$ cat config.mk
export PLATFORM = sky130hd
export DESIGN_NAME = fpadd_unit
export DESIGN_NICKNAME = d
export VERILOG_FILES = /design/src/rtl/fpadd_pkg.sv /design/src/rtl/fpadd_lzc.sv /design/src/rtl/fpadd_rshift_sticky.sv /design/src/rtl/fpadd_unit.sv
export SDC_FILE = /design/constraint.sdc
export NUM_CORES = 2
export LEC_CHECK = 0
export ABC_AREA = 1
export CORE_MARGIN = 1
export CORE_UTILIZATION = 25
export CTS_BUF_LIST = sky130_fd_sc_hd__clkbuf_2
export CTS_CLUSTER_SIZE = 25
export DETAILED_ROUTE_END_ITERATION = 10
export MAX_ROUTING_LAYER = met4
export SYNTH_ARGS = -nofsm -noshare
export SYNTH_HDL_FRONTEND = slang
export SYNTH_HIERARCHICAL = 1
export SYNTH_SLANG_ARGS = --single-unit
$ cat constraint.sdc
create_clock -name clk -period 8.7 [get_ports clk]
set_clock_uncertainty 0.15 [all_clocks]
set_input_delay 0.87 -clock clk [delete_from_list [all_inputs] [get_ports clk]]
set_output_delay 0.87 -clock clk [all_outputs]
set_load 0.1 [all_outputs]
$ cat src/rtl/fpadd_pkg.sv
package fpadd_pkg;

    typedef enum logic [2:0] {
        CL_ZERO = 3'd0,
        CL_NUM  = 3'd1,
        CL_INF  = 3'd2,
        CL_QNAN = 3'd3,
        CL_SNAN = 3'd4
    } fclass_e;

    typedef enum logic [1:0] {
        RM_NEAR   = 2'd0,
        RM_TOZERO = 2'd1,
        RM_UP     = 2'd2,
        RM_DOWN   = 2'd3
    } rmode_e;

    typedef enum logic [2:0] {
        ST_IDLE,
        ST_RESOLVE,
        ST_ALIGN,
        ST_COMBINE,
        ST_NORM,
        ST_HOLD
    } state_e;

endpackage

$ cat src/rtl/fpadd_lzc.sv
module fpadd_lzc #(
    parameter int W  = 63,
    parameter int CW = $clog2(W + 1)
) (
    input  logic [W-1:0]  din,
    output logic [CW-1:0] count
);
    // highest set bit wins because the scan runs upward
    always_comb begin
        count = CW'(W);
        for (int i = 0; i < W; i++) begin
            if (din[i]) count = CW'(W - 1 - i);
        end
    end
endmodule

$ cat src/rtl/fpadd_rshift_sticky.sv
module fpadd_rshift_sticky #(
    parameter int W  = 64,
    parameter int LG = $clog2(W),
    parameter int AW = LG + 1
) (
    input  logic [W-1:0]  din,
    input  logic [AW-1:0] amt,
    output logic [W-1:0]  dout,
    output logic          sticky
);
    logic [W-1:0] stg [LG+1];
    logic         stk [LG+1];
    logic         big;

    assign stg[0] = din;
    assign stk[0] = 1'b0;

    for (genvar i = 0; i < LG; i++) begin : g_stage
        localparam int          SH      = 1 << i;
        localparam logic [W-1:0] LOWMASK = (W'(1) << SH) - W'(1);
        assign stg[i+1] = amt[i] ? (stg[i] >> SH) : stg[i];
        assign stk[i+1] = stk[i] | (amt[i] & (|(stg[i] & LOWMASK)));
    end

    assign big    = (amt >= AW'(W));
    assign dout   = big ? '0 : stg[LG];
    assign sticky = big ? (|din) : stk[LG];
endmodule

$ cat src/rtl/fpadd_unit.sv
module fpadd_unit
    import fpadd_pkg::*;
#(
    parameter int EXP_W  = 16,
    parameter int INT_W  = 2,
    parameter int FRAC_W = 62
) (
    input  logic              clk,
    input  logic              rst_n,
    input  logic              in_valid,
    output logic              in_ready,
    input  logic              op_sub,
    input  logic [1:0]        rnd_mode,
    input  logic [2:0]        a_class,
    input  logic              a_sign,
    input  logic [EXP_W-1:0]  a_exp,
    input  logic [INT_W+FRAC_W-1:0] a_mant,
    input  logic [2:0]        b_class,
    input  logic              b_sign,
    input  logic [EXP_W-1:0]  b_exp,
    input  logic [INT_W+FRAC_W-1:0] b_mant,
    output logic              out_valid,
    input  logic              out_ready,
    output logic [2:0]        res_class,
    output logic              res_sign,
    output logic [EXP_W-1:0]  res_exp,
    output logic [INT_W+FRAC_W-1:0] res_mant,
    output logic              res_sticky,
    output logic              flag_nan_in,
    output logic              flag_inf_diff
);
    localparam int MANT_W = INT_W + FRAC_W;
    localparam int SH_W   = $clog2(MANT_W) + 1;
    localparam int LZ_W   = $clog2(MANT_W);
    localparam logic [MANT_W-1:0] ONE  = MANT_W'(1) << FRAC_W;
    localparam logic [MANT_W-1:0] DNAN = ONE | (ONE >> 1);
    localparam logic signed [EXP_W:0] MW_S = (EXP_W+1)'(MANT_W);

    state_e state, state_nx;

    logic [2:0]               x_cls, y_cls, r_cls;
    logic                     x_sgn, y_sgn, r_sgn;
    logic signed [EXP_W-1:0]  x_exp, y_exp, r_exp;
    logic [MANT_W-1:0]        x_man, y_man, r_man;
    logic                     stk_q, r_stk, f_nan, f_inf;
    logic [1:0]               rm_q;

    logic b_sgn_eff;
    logic y_nan, y_inf, y_zero, x_zero, special;
    logic signed [EXP_W:0]    ediff;
    logic [SH_W-1:0]          sh_amt;
    logic [MANT_W-1:0]        sh_out, sum_w, dif_w;
    logic                     sh_stk;
    logic [LZ_W-1:0]          lz;

    assign b_sgn_eff = b_sign ^ op_sub;

    assign y_nan   = (y_cls == CL_QNAN) || (y_cls == CL_SNAN);
    assign y_inf   = (y_cls == CL_INF);
    assign y_zero  = (y_cls == CL_ZERO);
    assign x_zero  = (x_cls == CL_ZERO);
    assign special = y_nan || y_inf || y_zero || x_zero;

    assign ediff  = {x_exp[EXP_W-1], x_exp} - {y_exp[EXP_W-1], y_exp};
    assign sh_amt = (ediff >= MW_S) ? SH_W'(MANT_W) : ediff[SH_W-1:0];

    fpadd_rshift_sticky #(.W(MANT_W)) u_align (
        .din    (y_man),
        .amt    (sh_amt),
        .dout   (sh_out),
        .sticky (sh_stk)
    );

    assign sum_w = x_man + y_man;
    assign dif_w = x_man - y_man - MANT_W'(stk_q);

    fpadd_lzc #(.W(MANT_W-1)) u_lzc (
        .din   (r_man[MANT_W-2:0]),
        .count (lz)
    );

    // state register
    always_ff @(posedge clk or negedge rst_n) begin
        if (!rst_n) state <= ST_IDLE;
        else        state <= state_nx;
    end

    always_comb begin
        state_nx = state;
        unique case (state)
            ST_IDLE:    if (in_valid) state_nx = ST_RESOLVE;
            ST_RESOLVE: state_nx = special ? ST_HOLD : ST_ALIGN;
            ST_ALIGN:   state_nx = ST_COMBINE;
            ST_COMBINE: state_nx = ST_NORM;
            ST_NORM:    state_nx = ST_HOLD;
            ST_HOLD:    if (out_ready) state_nx = ST_IDLE;
            default:    state_nx = ST_IDLE;
        endcase
    end

    // handshake outputs
    always_comb begin
        in_ready  = (state == ST_IDLE);
        out_valid = (state == ST_HOLD);
    end

    assign res_class     = r_cls;
    assign res_sign      = r_sgn;
    assign res_exp       = r_exp;
    assign res_mant      = r_man;
    assign res_sticky    = r_stk;
    assign flag_nan_in   = f_nan;
    assign flag_inf_diff = f_inf;

    // datapath
    always_ff @(posedge clk or negedge rst_n) begin
        if (!rst_n) begin
            x_cls <= '0; x_sgn <= 1'b0; x_exp <= '0; x_man <= '0;
            y_cls <= '0; y_sgn <= 1'b0; y_exp <= '0; y_man <= '0;
            r_cls <= '0; r_sgn <= 1'b0; r_exp <= '0; r_man <= '0;
            r_stk <= 1'b0; stk_q <= 1'b0; f_nan <= 1'b0; f_inf <= 1'b0;
            rm_q  <= '0;
        end else begin
            unique case (state)
                ST_IDLE: if (in_valid) begin
                    f_nan <= 1'b0;
                    f_inf <= 1'b0;
                    stk_q <= 1'b0;
                    rm_q  <= rnd_mode;
                    if (a_class > b_class) begin
                        x_cls <= b_class; x_sgn <= b_sgn_eff; x_exp <= b_exp; x_man <= b_mant;
                        y_cls <= a_class; y_sgn <= a_sign;    y_exp <= a_exp; y_man <= a_mant;
                    end else begin
                        x_cls <= a_class; x_sgn <= a_sign;    x_exp <= a_exp; x_man <= a_mant;
                        y_cls <= b_class; y_sgn <= b_sgn_eff; y_exp <= b_exp; y_man <= b_mant;
                    end
                end
                ST_RESOLVE: begin
                    r_stk <= 1'b0;
                    if (special) begin
                        r_cls <= y_cls; r_sgn <= y_sgn; r_exp <= y_exp; r_man <= y_man;
                        if (y_nan) begin
                            f_nan <= 1'b1;
                        end else if (y_inf) begin
                            if (x_cls == CL_INF && x_sgn != y_sgn) begin
                                f_inf <= 1'b1;
                                r_cls <= CL_QNAN; r_sgn <= 1'b0; r_exp <= '0; r_man <= DNAN;
                            end
                        end else if (y_zero) begin
                            r_sgn <= (rm_q == RM_DOWN) ? (x_sgn | y_sgn) : (x_sgn & y_sgn);
                        end
                    end else if (x_exp < y_exp) begin
                        x_cls <= y_cls; x_sgn <= y_sgn; x_exp <= y_exp; x_man <= y_man;
                        y_cls <= x_cls; y_sgn <= x_sgn; y_exp <= x_exp; y_man <= x_man;
                    end
                end
                ST_ALIGN: begin
                    y_man <= sh_out;
                    stk_q <= sh_stk;
                end
                ST_COMBINE: begin
                    if (x_sgn == y_sgn) begin
                        r_cls <= CL_NUM;
                        r_sgn <= x_sgn;
                        if (sum_w[MANT_W-1]) begin
                            r_man <= sum_w >> 1;
                            r_exp <= x_exp + EXP_W'(1);
                            r_stk <= stk_q | sum_w[0];
                        end else begin
                            r_man <= sum_w;
                            r_exp <= x_exp;
                            r_stk <= stk_q;
                        end
                    end else if (dif_w == '0) begin
                        r_cls <= CL_ZERO;
                        r_sgn <= (rm_q == RM_DOWN);
                        r_exp <= '0;
                        r_man <= '0;
                        r_stk <= 1'b0;
                    end else begin
                        r_cls <= CL_NUM;
                        r_exp <= x_exp;
                        r_stk <= stk_q;
                        if (dif_w[MANT_W-1]) begin
                            r_man <= -dif_w;
                            r_sgn <= y_sgn;
                        end else begin
                            r_man <= dif_w;
                            r_sgn <= x_sgn;
                        end
                    end
                end
                ST_NORM: begin
                    if (r_cls == CL_NUM && !r_man[FRAC_W]) begin
                        r_man <= r_man << lz;
                        r_exp <= r_exp - EXP_W'(lz);
                    end
                end
                ST_HOLD: ;
                default: ;
            endcase
        end
    end

    // result frozen while the consumer stalls
    a_r11_hold_stable: assert property (@(posedge clk) disable iff (!rst_n)
        (out_valid && !out_ready) |=> (out_valid && $stable({res_class, res_sign, res_exp,
                                       res_mant, res_sticky, flag_nan_in, flag_inf_diff})));

    // an accepted operation closes the input side
    a_r11_accept_busy: assert property (@(posedge clk) disable iff (!rst_n)
        (in_valid && in_ready) |=> !in_ready);

    // numbers leave normalized
    a_r10_normalized: assert property (@(posedge clk) disable iff (!rst_n)
        (out_valid && res_class == CL_NUM && $past(state) == ST_NORM)
            |-> (res_mant[FRAC_W] && !res_mant[MANT_W-1]));

    // the NaN flag only accompanies a NaN result
    a_r3_nan_flag: assert property (@(posedge clk) disable iff (!rst_n)
        (out_valid && flag_nan_in) |-> (res_class == CL_QNAN || res_class == CL_SNAN) && !flag_inf_diff);

    // opposite infinities give the default NaN
    a_r4_default_nan: assert property (@(posedge clk) disable iff (!rst_n)
        (out_valid && flag_inf_diff) |-> (res_class == CL_QNAN && res_mant == DNAN && !res_sign));

    // zero results carry no sticky
    a_r9_zero_clean: assert property (@(posedge clk) disable iff (!rst_n)
        (out_valid && res_class == CL_ZERO) |-> !res_sticky);

endmodule

## Word level (Yosys, flattened, before mapping)

Cells that the tools add are included.
W data, S select, Z words.

- Register bits after elaboration: 261
- Bits in latches: 0
- Memory bits (writable): 0
- ROM bits: 0
- Input port bits: 175
- Output and inout port bits: 89
- Logic and storage cells: 265
- Memories: 0

- $add $sub $neg: 7
- Multipliers: 0
- Divide/modulo/power cells: 0
- $lt $le $gt $ge: 4
- Equality and inequality tests: 23
- Shift operators: 1
- Mux-type cells: 166
- Bitwise logic cells: 15
- Reduce and logical (&&, ||, !) cells: 31

Operators by type and width:

| operator | number |
|---|---|
| $mux W64 | 23 |
| $pmux W64 S3 | 2 |
| $mux W16 | 16 |
| $mux W6 | 32 |
| $pmux W64 S2 | 1 |
| $mux W5 | 16 |
| $add A64 B64 Y64 | 1 |
| $logic_not A64 Y1 | 1 |
| $neg A64 Y64 | 1 |
| $pmux W16 S2 | 2 |
| $reduce_or A64 Y1 | 1 |
| $shl A64 B6 Y64 | 1 |
| $sub A64 B1 Y64 | 1 |
| $sub A64 B64 Y64 | 1 |
| $mux W63 | 1 |
| $mux W3 | 19 |
| $pmux W16 S3 | 1 |
| $mux W4 | 8 |
| $reduce_or A32 Y1 | 1 |
| $mux W1 | 31 |
| $ne A2 B2 Y1 const B | 9 |
| $pmux W3 S2 | 3 |
| $pmux W3 S6 | 1 |
| $ge A17 B8 Y1 const B | 1 |
| other kinds (33) | 73 |

## Depth between registers and ports, before layout

- Depth in word-level cells: 66
- Mapped depth: 78
- Depth with buffers taken out: 78

## Hierarchy

The synthesis kept the hierarchy.

By module, submodules not included:

| module | instances | cells each | area an instance (um^2) | sequential area each (um^2) |
|---|---|---|---|---|
| fpadd_unit | 1 | 6,182 | 35,487.8 | 6,531.3 |
| fpadd_rshift_sticky | 1 | 931 | 4,210.3 | 0.0 |
| fpadd_lzc | 1 | 209 | 998.5 | 0.0 |

## Worst setup path after synthesis

Ideal clock, no wire load.

- Path kind: flip-flop to flip-flop
- From: reg r_man[5] (netlist: res_mant[5])
- To: reg r_man[63] (netlist: res_mant[63])
- Setup time: 0.120 ns
- Data arrival time: 5.777 ns
- Required time: 8.430 ns
- Path slack: 2.654 ns
- Cell stages (with the launch flop): 73
- Buffers on the path: 3
- Clock period less this slack: 6.046 ns
- Cells stage by stage: dfrtp_1 > bufinv_8 > nand2_1 > nand2_1 > nand2_1 > nand2_1 > nand2_1 > nand2_1 > nand2_1 > nand2_1 > nand2_1 > nand2_1 > nand2_1 > nand2_1 > nand2_1 > nand2_1 > nand2_1 > nand2_1 > [... 37 more ...] > nand2_1 > nand2_1 > nand2_1 > a21oi_2 > clkbuf_1 > clkbuf_1 > buf_1 > o21ai_0 > a21oi_1 > nor2_1 > a21oi_1 > o21ai_0 > o21ai_0 > o21ai_0 > a31oi_1 > nand2_1 > nand3_1 > nand2_1

- Cells in the longest elaborated chain, start to end: 61

RTL lines:

| item | line | source |
|---|---|---|
| from (decl) | fpadd_unit.sv:44 | `logic [MANT_W-1:0] x_man, y_man, r_man;` |
| from (signal assigned) | fpadd_unit.sv:141 | `r_cls <= y_cls; r_sgn <= y_sgn; r_exp <= y_exp; r_man <= y_man;` |
| from (signal assigned) | fpadd_unit.sv:166 | `r_man <= sum_w >> 1;` |
| from (signal assigned) | fpadd_unit.sv:170 | `r_man <= sum_w;` |
| $mux W3 (2 in a row) | fpadd_lzc.sv:12 | `if (din[i]) count = CW'(W - 1 - i);` |
| $mux W4 (8 in a row) | fpadd_lzc.sv:12 |  |
| $mux W5 (16 in a row) | fpadd_lzc.sv:12 |  |
| $mux W6 (32 in a row) | fpadd_lzc.sv:12 |  |
| net lz[0] | fpadd_unit.sv:54 | `logic [LZ_W-1:0] lz;` |
| $shl A64 B6 Y64 | fpadd_unit.sv:195 | `r_man <= r_man << lz;` |
| $mux W64 | fpadd_unit.sv:194 | `if (r_cls == CL_NUM && !r_man[FRAC_W]) begin` |
| $pmux W64 S3 | fpadd_unit.sv:124 | `unique case (state)` |

The timed path passes the listed nets, and every way through them passes these cells. The select of a mux whose other input is x is not followed.
A chain may end at the register's enable or synchronous reset.

## Final worst setup path

- From: reg x_exp[0]
- To: reg y_man[39]

- Elaborated cells on any way between the ends: 15
- Classes of those cells: add/sub: 1; order compare: 3; eq/ne: 1; mux: 9; reduce/logical: 1

RTL lines:

| item | line | source |
|---|---|---|
| from (decl) | fpadd_unit.sv:43 | `logic signed [EXP_W-1:0] x_exp, y_exp, r_exp;` |
| from (signal assigned) | fpadd_unit.sv:131 | `x_cls <= b_class; x_sgn <= b_sgn_eff; x_exp <= b_exp; x_man <= b_mant;` |
| from (signal assigned) | fpadd_unit.sv:134 | `x_cls <= a_class; x_sgn <= a_sign; x_exp <= a_exp; x_man <= a_mant;` |
| from (signal assigned) | fpadd_unit.sv:153 | `x_cls <= y_cls; x_sgn <= y_sgn; x_exp <= y_exp; x_man <= y_man;` |
| $sub A16 B16 Y17 * | fpadd_unit.sv:64 | `assign ediff = {x_exp[EXP_W-1], x_exp} - {y_exp[EXP_W-1], y_exp};` |
| $ge A17 B8 Y1 | fpadd_unit.sv:65 | `assign sh_amt = (ediff >= MW_S) ? SH_W'(MANT_W) : ediff[SH_W-1:0];` |
| $mux W7 * | fpadd_unit.sv:65 |  |
| net sh_amt[1] | fpadd_unit.sv:51 | `logic [SH_W-1:0] sh_amt;` |
| $mux W64 (5 in a row) | fpadd_rshift_sticky.sv:21 | `assign stg[i+1] = amt[i] ? (stg[i] >> SH) : stg[i];` |
| $mux W64 * | fpadd_rshift_sticky.sv:26 | `assign dout = big ? '0 : stg[LG];` |
| net sh_out[39] | fpadd_unit.sv:52 | `logic [MANT_W-1:0] sh_out, sum_w, dif_w;` |
| $pmux W64 S3 * | fpadd_unit.sv:124 |  |
| to (signal assigned) | fpadd_unit.sv:132 | `y_cls <= a_class; y_sgn <= a_sign; y_exp <= a_exp; y_man <= a_mant;` |
| to (signal assigned) | fpadd_unit.sv:135 | `y_cls <= b_class; y_sgn <= b_sgn_eff; y_exp <= b_exp; y_man <= b_mant;` |
| to (signal assigned) | fpadd_unit.sv:154 | `y_cls <= x_cls; y_sgn <= x_sgn; y_exp <= x_exp; y_man <= x_man;` |
| to (decl) | fpadd_unit.sv:44 |  |

The timed path passes the listed nets; every way through them passes the cells marked *.

==> insert_results.sql <==
INSERT INTO impl_metrics (metric_group, metric, value, unit) VALUES
('floorplanning', 'top_level_port_count', '264', ''),
('cts', 'cts_sinks', '261', ''),
('final_layout', 'final_layout_size_suffix_gt1_share', '7.030', '%'),
('cts', 'clock_tree.root_cell', 'sky130_fd_sc_hd__clkbuf_2', ''),
('critical_path', 'criticalPathCategory', 'reg -> reg', ''),
('critical_path', 'cpPeakStageDelay', '0.69', 'ns'),
('critical_path', 'arrival', '7.88', 'ns'),
('place', 'io_buffers', '263', ''),
('cts', 'total_cts_buffers', '81', ''),
('flow_run', 'max_cap_violations', '0', ''),
('timing', 'tcrit_tclk_final', '79.87', '%'),
('critical_path', 'worstSetupStartpointType', 'register', ''),
('critical_path', 'worst_r2r_path_depth', '29', ''),
('detailed_routing', 'remaining_drc_errors', '0', ''),
('critical_path', 'crit_path_required_time', '9.63', 'ns'),
('critical_path', 'reg2reg_to', 'y_man[39]$_DFFE_PN0P_', ''),
('global_routing', 'globalRoute.totalOverflow', '0', ''),
('place', 'place.detailed.instances', '9508', ''),
('global_routing', 'grt_usage', '30.77', '%'),
('cts', 'tritoncts', 'built', ''),
('timing', 'setup_viol_count_final', '0', ''),
('final_layout', 'layout.cells.non_filler', '9671', ''),
('critical_path', 'reg2reg_slack', '1.75', 'ns'),
('global_routing', 'grt_first_pass_wirelength', '354600', 'um'),
('detailed_routing', 'routed-via-count', '52000', ''),
('detailed_routing', 'drt-wirelength-per-cell', '26.13', 'um'),
('timing', 'setup-tns-final', '0', 'ns'),
('hold_path', 'worst_hold_startpoint', 'b_mant[50]', ''),
('timing', 'relSlewSlack', '14.61', '%'),
('synthesis', 'synthMuxAreaShare', '2.115', '%'),
('critical_path', 'critical_path.endpoint_type', 'register', ''),
('synthesis', 'yosys_warnings', '6', ''),
('detailed_routing', 'routed_wirelength', '252700', 'um'),
('synthesis', 'largest_family_of_logic_cells_by_synthesized_area', 'simple AND/OR/NAND/NOR gates', ''),
('cts', 'worst_setup_hold_path_clk_slew', '0.10', 'ns'),
('floorplanning', 'initial_utilization', '25.26', '%'),
('synthesis', 'ys_types', '72', ''),
('synthesis', 'post_synth_instance_area', '0.04070', 'mm^2'),
('detailed_routing', 'detail_route.vias_per_cell', '5.377', ''),
('hold_path', 'worstHoldPathCells', '5', ''),
('critical_path', 'worstReg2RegStart', 'x_exp[0]$_DFFE_PN0P_', ''),
('floorplanning', 'rows', '147', ''),
('hold_path', 'min_to', 'x_man[50]$_DFFE_PN0P_', ''),
('timing', 'grt_setup_unrepaired', 'false', ''),
('cts', 'post_cts_resize_count', '0', ''),
('cts', 'clk_path_buf_depth', '3', ''),
('timing', 'final_period_minus_worst_setup_slack', '6.949', 'ns'),
('synthesis', 'most_used_flip_flop_cell_after_synthesis', 'sky130_fd_sc_hd__dfrtp_1', ''),
('global_routing', 'vias_in_the_first_global_route', '48310', ''),
('timing', 'timing.final.hold_violations', '0', ''),
('synthesis', 'fraction_of_the_mapped_netlist_area_in_compound_gates', '19.47', '%'),
('synthesis', 'synth-adder-area-share', '6.272', '%'),
('synthesis', 'yosys.area_share.xor_xnor', '2.490', '%'),
('timing', 'timing.hold.ws', '0.2006', 'ns'),
('critical_path', 'critical_path_slowest_stage_cell', 'sky130_fd_sc_hd__buf_4', ''),
('final_layout', 'area_growth_syn_to_layout', '14.05', '%'),
('timing', 'worstMarginPinSlew', '1.263', 'ns'),
('final_layout', 'num-nets-final', '7813', ''),
('synthesis', 'async_flop_share', '100.0', '%'),
('floorplanning', 'die_x', '405.5', 'um'),
('final_layout', 'final.fill_count', '18640', ''),
('hold_path', 'min-delay-path-class', 'in -> reg', ''),
('floorplanning', 'dieArea', '0.1644', 'mm^2'),
('synthesis', 'synth_cells', '7322', ''),
('status', 'run_status', 'complete, no violations', ''),
('detailed_routing', 'ant_nets', '0', ''),
('synthesis', 'ys_ff_latch', '261', ''),
('synthesis', 'synth_edf_count', '0', ''),
('synthesis', 'yosysSeqAreaShare', '16.05', '%'),
('final_layout', 'finish.utilization', '28.81', '%'),
('synthesis', 'synth_fp_nets', '7698', '');
-- cell families (layout without fill, tap and decap cells) --
logic type,count (synthesis),count (layout)
AND/OR/NAND/NOR,3922,3922
AO/OA/AOI/OAI,1468,1468
buffers and inverters,1270,1444
flip-flops,261,261
adder cells (fa/ha/maj),201,201
XOR/XNOR,114,114
multiplexers,86,86
other,0,15
-- worst max-delay path by stage --
| stage | slack, ns | to | cells after the start |
|---|---|---|---|
| 5_1_grt | 1.06 | res_mant[15]$_DFFE_PN0P_ | 73 |
| 6_report | 1.75 | y_man[39]$_DFFE_PN0P_ | 29 |
| 4_1_cts | 1.84 | y_man[5]$_DFFE_PN0P_ | 31 |
| 3_3_place_gp | 1.70 | res_mant[37]$_DFFE_PN0P_ | 77 |
| 2_1_floorplan | 2.65 | res_mant[63]$_DFFE_PN0P_ | 72 |
| 3_5_place_dp | 1.96 | y_man[5]$_DFFE_PN0P_ | 31 |
-- timing repair --
item,in CTS,in global routing
setup endpoints to repair,0,0
setup buffers,0,0
hold buffers,6,0
hold endpoints to repair,152,0
-- through the flow --
stage,setup WS (ns),instance area (um^2)
4_1_cts,1.839,46380
3_5_place_dp,1.961,45580
5_1_grt,1.056,46400
6_report,1.751,46410
2_1_floorplan,2.654,40700
3_3_place_gp,1.698,45580
-- metal layers --
layer / global-route usage (%) / vias to the layer above / share of wire [%]
li1: - / 24200 / -
met1: 39.43 / 24850 / 43
met2: 47.11 / 2515 / 44
met3: 4.872 / 433 / 8.0
met4: 14.51 / 0 / 5.5
met5: - / - / 0
-- critical path: cells and delay by family (launching register included) --
kind	cells	cell delay [ns]
AO/OA/AOI/OAI	13	2.68
AND/OR/NAND/NOR	11	1.66
flip-flops	1	0.45
adder cells (fa/ha/maj)	2	0.68
buffers and inverters	3	1.05
-- cell usage in the layout (no fill, tap or decap), types with 15 or more instances in the layout --
cell and n:
sky130_fd_sc_hd__o21ai_0 783, sky130_fd_sc_hd__nor2_4 19, sky130_fd_sc_hd__xnor2_1 23, sky130_fd_sc_hd__nor2_1 638, sky130_fd_sc_hd__clkbuf_2 117, sky130_fd_sc_hd__nand2_2 69, sky130_fd_sc_hd__nand2_1 2180, sky130_fd_sc_hd__inv_2 71
sky130_fd_sc_hd__o22ai_1 44, sky130_fd_sc_hd__diode_2 15, sky130_fd_sc_hd__mux2i_1 86, sky130_fd_sc_hd__nor2_2 57, sky130_fd_sc_hd__nand4_1 79, sky130_fd_sc_hd__ha_1 195, sky130_fd_sc_hd__a21oi_1 400, sky130_fd_sc_hd__a31oi_1 49
sky130_fd_sc_hd__nand3b_1 18, sky130_fd_sc_hd__xor2_1 89, sky130_fd_sc_hd__inv_1 839, sky130_fd_sc_hd__o211ai_1 17, sky130_fd_sc_hd__nor3_1 60, sky130_fd_sc_hd__a211oi_1 26, sky130_fd_sc_hd__clkinv_1 25, sky130_fd_sc_hd__dfrtp_1 260
sky130_fd_sc_hd__nor4_1 30, sky130_fd_sc_hd__o21ai_1 40, sky130_fd_sc_hd__buf_4 101, sky130_fd_sc_hd__nand3_1 713, sky130_fd_sc_hd__clkdlybuf4s50_1 262
-- Yosys cell counts (all sizes together), types with 5 or more instances --
master / number / area, um^2
o21ai: 824 / 4128
o21a: 6 / 45.04
nand2: 2256 / 8678
a22oi: 12 / 90.09
and2: 5 / 31.28
fa: 5 / 100.1
o221ai: 5 / 43.79
dfrtp: 261 / 6531
xnor2: 23 / 201.4
buf: 114 / 563.0
o211ai: 17 / 127.6
nand3: 728 / 3734
nor4: 30 / 187.7
nand4: 82 / 540.5
a21oi: 412 / 2085
o22ai: 44 / 275.3
inv: 911 / 3420
nor2: 715 / 2940
o21bai: 16 / 135.1
clkbuf: 225 / 844.6
nor3: 67 / 376.6
nand3b: 18 / 135.1
ha: 196 / 2452
or2: 12 / 75.07
bufinv: 11 / 192.7
a211oi: 27 / 207.7
a21boi: 6 / 45.05
a21o: 14 / 105.1
a31oi: 49 / 306.5
clkinv: 9 / 33.78
a221oi: 14 / 122.6
xor2: 91 / 812.0
mux2i: 86 / 860.8
-- state kept, by name, indices dropped and copies added (netlist names), 16 cells and up --
name	count
x_man	64
x_exp	16
res_mant	64
y_exp	16
res_exp	16
y_man	64
-- cell type report --
class	instances	area, um^2	share of cell area (%)
inverter	931	3649	7.861
tap	2160	2703	5.823
timing repair buffer	371	3493	7.527
clock buffer	117	585.6	1.262
clock inverter	25	137.6	0.2965
antenna	15	37.54	0.08087
multi-input combinational	5791	29280	63.08
sequential	261	6533	14.07
Power is left out: the tool's default activity adds up to more than one toggle a clock period on the data nets, which glitch-free logic cannot reach.
